--- config.mk ---
export PLATFORM = sky130hd
export DESIGN_NAME = pm_wake_ctrl
export DESIGN_NICKNAME = d
export VERILOG_FILES = /design/src/rtl/pm_wake_pkg.sv /design/src/rtl/pm_csr.sv /design/src/rtl/pm_evt_gate.sv /design/src/rtl/pm_lwake.sv /design/src/rtl/pm_wake_ctrl.sv
export SDC_FILE = /design/constraint.sdc
export NUM_CORES = 1
export LEC_CHECK = 0
export ABC_AREA = 1
export BUFFER_PORTS_ARGS = -buffer_cell sky130_fd_sc_hd__buf_2
export CORE_AREA = 4 4 41 43
export CTS_BUF_LIST = sky130_fd_sc_hd__clkbuf_8 sky130_fd_sc_hd__clkbuf_16
export DETAILED_ROUTE_END_ITERATION = 8
export DIE_AREA = 0 0 45 47
export GPL_ROUTABILITY_DRIVEN = 0
export GPL_TIMING_DRIVEN = 1
export HOLD_SLACK_MARGIN = 0.03
export PLACE_DENSITY = 0.83
export SETUP_SLACK_MARGIN = 0.1
export SLEW_MARGIN = 20
export SYNTH_ARGS = -nofsm -noshare
export SYNTH_HDL_FRONTEND = slang
export SYNTH_SLANG_ARGS = --single-unit
--- constraint.sdc ---
create_clock -name clk -period 1 [get_ports clk]
set_input_delay 0.05 -clock clk [delete_from_list [all_inputs] [get_ports clk]]
set_output_delay 0.05 -clock clk [all_outputs]
set_load 0.03 [all_outputs]
--- src/rtl/pm_wake_pkg.sv ---
// Package: shared widths, bit positions and the power-state type for the
// wake signaling controller. Assumes a 16-bit control/status word.
package pm_wake_pkg;
    localparam int CSR_W     = 16;
    localparam int STAT_BIT  = 15;
    localparam int PMEEN_BIT = 8;
    localparam int ST_W      = 2;
    localparam int N_EVT     = 3;
    localparam int N_MASK    = 5;
    localparam int ISO_IDX   = N_MASK - 1;
    localparam int N_SPACE   = 3;

    typedef enum logic [ST_W-1:0] {
        PS_D0    = 2'd0,
        PS_D1    = 2'd1,
        PS_D2    = 2'd2,
        PS_D3HOT = 2'd3
    } pstate_e;
endpackage

--- src/rtl/pm_csr.sv ---
// pm_csr: holds power state, event enable and the sticky status bit.
// Assumes evt_qual is already qualified by the enables; a qualified event
// beats a write-one-to-clear in the same cycle.
module pm_csr
    import pm_wake_pkg::*;
#(
    parameter int W = CSR_W
) (
    input  logic         clk,
    input  logic         rst_n,
    input  logic         cfg_wr,
    input  logic [W-1:0] cfg_wdata,
    input  logic         evt_qual,
    output pstate_e      state,
    output logic         pme_en,
    output logic         status
);
    // Power state and event enable: reset to D0/off, loaded by writes.
    always_ff @(posedge clk) begin
        if (!rst_n) begin
            state  <= PS_D0;
            pme_en <= 1'b0;
        end else if (cfg_wr) begin
            state  <= pstate_e'(cfg_wdata[ST_W-1:0]);
            pme_en <= cfg_wdata[PMEEN_BIT];
        end
    end

    // Sticky status: set by a qualified event, cleared by writing 1.
    always_ff @(posedge clk) begin
        if (!rst_n) begin
            status <= 1'b0;
        end else if (evt_qual) begin
            status <= 1'b1;
        end else if (cfg_wr && cfg_wdata[STAT_BIT]) begin
            status <= 1'b0;
        end
    end
endmodule

--- src/rtl/pm_evt_gate.sv ---
// pm_evt_gate: qualifies wake events, selects the support-mask bit for the
// current state (isolation overrides), drives the active-low event output
// and gates the decode-space enables. Purely combinational.
module pm_evt_gate
    import pm_wake_pkg::*;
#(
    parameter int NE = N_EVT,
    parameter int NM = N_MASK,
    parameter int NS = N_SPACE
) (
    input  pstate_e        state,
    input  logic           pme_en,
    input  logic           status,
    input  logic           dev_wake_en,
    input  logic           isolate_n,
    input  logic [NE-1:0]  wake_evt,
    input  logic [NM-1:0]  pme_support,
    input  logic [NS-1:0]  space_req,
    output logic           any_evt,
    output logic           evt_qual,
    output logic           pme_n,
    output logic [NS-1:0]  space_en
);
    localparam int IDX_W = $clog2(NM);

    logic [IDX_W-1:0] sel;
    logic             in_d0;

    // Event qualification: any source counts while both enables are on.
    always_comb begin
        any_evt  = |wake_evt;
        evt_qual = any_evt && pme_en && dev_wake_en;
    end

    // Mask select and event output: isolation uses the top mask bit.
    always_comb begin
        sel   = isolate_n ? IDX_W'(state) : IDX_W'(NM - 1);
        pme_n = !(status && pme_en && dev_wake_en && pme_support[sel]);
        in_d0 = (state == PS_D0);
    end

    // One gate per decode space: only D0 passes the request through.
    for (genvar g = 0; g < NS; g++) begin : g_space
        assign space_en[g] = space_req[g] && in_d0;
    end
endmodule

--- src/rtl/pm_lwake.sv ---
// pm_lwake: legacy wake pin. Mode 1 follows the event output while the
// device is isolated; mode 0 pulses on any wake event. Combinational.
module pm_lwake (
    input  logic lw_en,
    input  logic lw_mode,
    input  logic pme_n,
    input  logic isolate_n,
    input  logic any_evt,
    output logic lwake
);
    // Mode select and master enable.
    always_comb begin
        if (!lw_en)       lwake = 1'b0;
        else if (lw_mode) lwake = !pme_n && !isolate_n;
        else              lwake = any_evt;
    end
endmodule

--- src/rtl/pm_wake_ctrl.sv ---
// pm_wake_ctrl: top of the wake signaling controller. Connects the register
// bank, event gate and legacy wake logic and forms the readback word.
// Assumes wake_evt bits are single-cycle pulses synchronous to clk.
module pm_wake_ctrl
    import pm_wake_pkg::*;
(
    input  logic                 clk,
    input  logic                 rst_n,
    input  logic                 cfg_wr,
    input  logic [CSR_W-1:0]     cfg_wdata,
    output logic [CSR_W-1:0]     cfg_rdata,
    input  logic [N_EVT-1:0]     wake_evt,
    input  logic                 dev_wake_en,
    input  logic [N_MASK-1:0]    pme_support,
    input  logic                 isolate_n,
    input  logic [N_SPACE-1:0]   space_req,
    output logic [N_SPACE-1:0]   space_en,
    input  logic                 lw_en,
    input  logic                 lw_mode,
    output logic                 pme_n,
    output logic                 lwake
);
    pstate_e state;
    logic    pme_en, status, any_evt, evt_qual;

    pm_csr #(.W(CSR_W)) u_csr (
        .clk(clk), .rst_n(rst_n), .cfg_wr(cfg_wr), .cfg_wdata(cfg_wdata),
        .evt_qual(evt_qual), .state(state), .pme_en(pme_en), .status(status)
    );

    pm_evt_gate #(.NE(N_EVT), .NM(N_MASK), .NS(N_SPACE)) u_gate (
        .state(state), .pme_en(pme_en), .status(status),
        .dev_wake_en(dev_wake_en), .isolate_n(isolate_n),
        .wake_evt(wake_evt), .pme_support(pme_support),
        .space_req(space_req), .any_evt(any_evt), .evt_qual(evt_qual),
        .pme_n(pme_n), .space_en(space_en)
    );

    pm_lwake u_lw (
        .lw_en(lw_en), .lw_mode(lw_mode), .pme_n(pme_n),
        .isolate_n(isolate_n), .any_evt(any_evt), .lwake(lwake)
    );

    // Readback word: status, event enable and state at their positions.
    always_comb begin
        cfg_rdata            = '0;
        cfg_rdata[STAT_BIT]  = status;
        cfg_rdata[PMEEN_BIT] = pme_en;
        cfg_rdata[ST_W-1:0]  = state;
    end
endmodule

==> summary.md <==
| Metric | Value |
|---|---|
| Crit path kind | reg2out |
| Buffers on Ports | 30 |
| Buf/Inv on CP | 2 |
| Hold Crit Class | in2reg |
| Reg area | 87.6 sq um |
| Routed WL | 1020 microns |
| Critical-path cell list | inv_2, nor2_4, nand3_2, a21oi_4, buf_6 |
| Via density | 3.91 |
| Hold Path Sink | u_csr.pme_en |
| Critical R2R Launch | u_csr.pme_en |
| Initial antenna violation count | 0 |
| Reg-to-reg slack, setup | 0.27 ns |
| Sink Count | 4 |
| Share of power burned in registers | 22.7% |
| Row cnt | 13 |
| Yosys synthesis warning count | 0 |
| Root buf cell | clkbuf_8 |
| Post-synth cell types | 17 |
| HPWL Detailed | 859 microns |
| Min-delay src | cfg_wdata[8] |
| Status | finished with violations |
| Ant diodes | 0 |
| Chip height | 47 microns |
| Nets | 130 |
| P&R area growth vs syn | 64.5% |
| Net Sw Frac | 34.2% |
| Critical Path Slowest Stage Cell | dfxtp_2 |
| TritonCTS clock tree | built |
| Multi-input gate area | 258 sq um |
| Worst reg2reg path depth | 3 |
| Synth Register Bits | 4 |
| Remaining DRCs | 0 |
| Commonest non-fill, non-tap cell in the layout | buf_2 |
| Combinational power share | 35.8% |
| Synth Instances | 62 |
| Clock share of power | 41.5% |
| H-tree Lvls | 1 |
| Setup WS pre-CTS | 0.0185 ns |
| Static leakage | 0.354 nW |
| Detail Route Antenna Nets | 0 |
| Failing checks | negative setup slack |
| Crit-path max FO | 3 |
| Crit start category | flip-flop |
| Vias in the first global route | 380 |
| Fin crit share | 111% |
| CP Data Required Time | 0.95 ns |
| # IOs | 55 |
| Crit. End Element | output pin |
| Syn Area/Cell | 6.32 sq um |
| CP max stage delay | 0.33 ns |
| Crit Reg-Reg Endpoint | u_csr.pme_en |
| Worst-skew pair later-pin latency | 0.21 ns |
| Layout cell share with drive strength beyond 1 | 56.4% |
| Max clock buf depth | 2 |
| Clock skew | 0.0000206 ns |
| Die X | 45 microns |
| Top delay family on crit path | flip-flops |
| Int Pwr | 0.528 mW |
| Fin. Hold Viols | 0 |
| Arr. time, crit path | 1.06 ns |
| Die footprint | 0.00212 sq mm |
| Pwr Density | 1250 mW/mm^2 |
| GRT Overall Usage | 9.41% |
| Commonest non-fill, non-tap cells in the layout | buf_2 (24), conb_1 (12), nand2_1 (10) |
| Achievable Freq | 897 MHz |
| Finish-stage setup viols | 3 |
| WL per Instance | 9.35 microns |
| Initial DRC count | 3 |
| First-pass GRT wire length | 1400 microns |
| Clk pin slew, worst setup/hold paths | 0.03 ns |
| RSZ-0062 raised after global routing | true |
| Worst Hold Depth | 3 |
| Min cycle time layout | 1.11 ns |
| Cell area after synthesis | 392 sq um |
| Largest net degree at the start of global routing | 6 |
| FILL cells | 148 |
| Final max-slew violation count | 0 |
| Routed via count | 426 |
| Sequential area share after synthesis | 20.4% |
| P_sw | 0.275 mW |
| Final worst slack | -0.115 ns |
| Design Power | 0.803 mW |
| Total gr overflow | 0 |
| TritonCTS Buffers | 3 |
| Initial Util | 30.1% |
| TritonRoute pass-1 iters | 3 |
| Core ar. | 0.00130 sq mm |
| Max-Cap Viols | 0 |
| Setup TNS | -0.223 ns |
| Maximum vdd drop | 0.682 mV |
==> Yosys cell counts <==
master,instances,area [sq um]
a21boi_0,1,7.51
a21oi_1,2,10.0
a21oi_2,1,8.76
buf_4,14,105
conb_1,1,3.75
dfxtp_1,4,80.1
inv_1,8,30.0
inv_2,2,7.51
nand2_1,13,48.8
nand2_2,1,6.26
nand3_1,2,10.0
nand3_2,1,10.0
nand3b_1,1,7.51
nor2_1,6,22.5
nor2_4,1,11.3
o21a_1,1,7.51
o21ai_0,3,15.0
==> registers in the layout, summed over array words and instances, names as in the netlist <==
| register | flops |
|---|---|
| u_csr.state | 2 |
| u_csr.status | 1 |
| u_csr.pme_en | 1 |
==> how the worst max path moves through the flow <==
stage / start / cells after the start / end / slack, ns
after floorplan: u_csr.state[0] / 6 / pme_n / 0.1
after global placement: u_csr.status / 5 / lwake / 0.06
after detailed placement: u_csr.status / 5 / lwake / 0.02
after CTS: u_csr.status / 5 / lwake / -0.14
after global routing: u_csr.status / 5 / lwake / -0.18
final: u_csr.status / 5 / lwake / -0.11
==> routing by layer <==
layer	track usage [%]	share of wire [%]	wire length [microns]
met1	8.88	32	327
met2	17.5	58	592
met3	2.30	9.6	98
met4	7.02	0	0
met5	0	0	0
==> power by group through the flow <==
stage	combinational (mW)	clock, mW	sequential (mW)
6_report	0.288	0.333	0.182
5_1_grt	0.309	0.357	0.185
4_1_cts	0.268	0.341	0.182
3_5_place_dp	0.244	0	0.183
3_3_place_gp	0.239	0	0.182
2_1_floorplan	0.196	0	0.194
==> through the flow <==
stage	std cells	cell area (sq um)	utilization, %	hold slack, ns
finish	109	644	49.5	0.0620
CTS	109	609	46.8	0.0594
floorplan	73	453	-	0.172
detailed placement	105	524	40.3	0.280
global route	109	644	49.5	0.0789
global placement	105	524	40.3	0.279
==> cell families after synthesis <==
group                  after synthesis  share of synthesized area, %
AO/OA/AOI/OAI                        8                          12.5
buffers and inverters               24                          36.4
flip-flops                           4                          20.4
other                                1                         0.958
AND/OR/NAND/NOR                     25                          29.7
==> timing repair <==
| action | 4_1_cts | 5_1_grt |
|---|---|---|
| endpoints found under the setup margin | 6 | 6 |
| gates resized for setup | 14 | 9 |
| pin swaps | 2 | 3 |
| cloned | 0 | 0 |
| buffers inserted | 1 | 0 |
| hold buffers | 0 | 0 |
==> tightest hold or removal path, cell delays in order <==
cell,delay (ns)
buf_2,0.07
nor2_1,0.03
nor2_1,0.08
==> area by class of cell <==
| cell class | count | area share [%] |
|---|---|---|
| clock buffer | 3 | 6.41 |
| inverter | 10 | 6.21 |
| multi-input combinational | 45 | 40.0 |
| sequential | 4 | 13.6 |
| tap | 15 | 2.91 |
| timing repair buffer | 32 | 30.9 |
No activity file was read; power rests on OpenSTA's default activity.
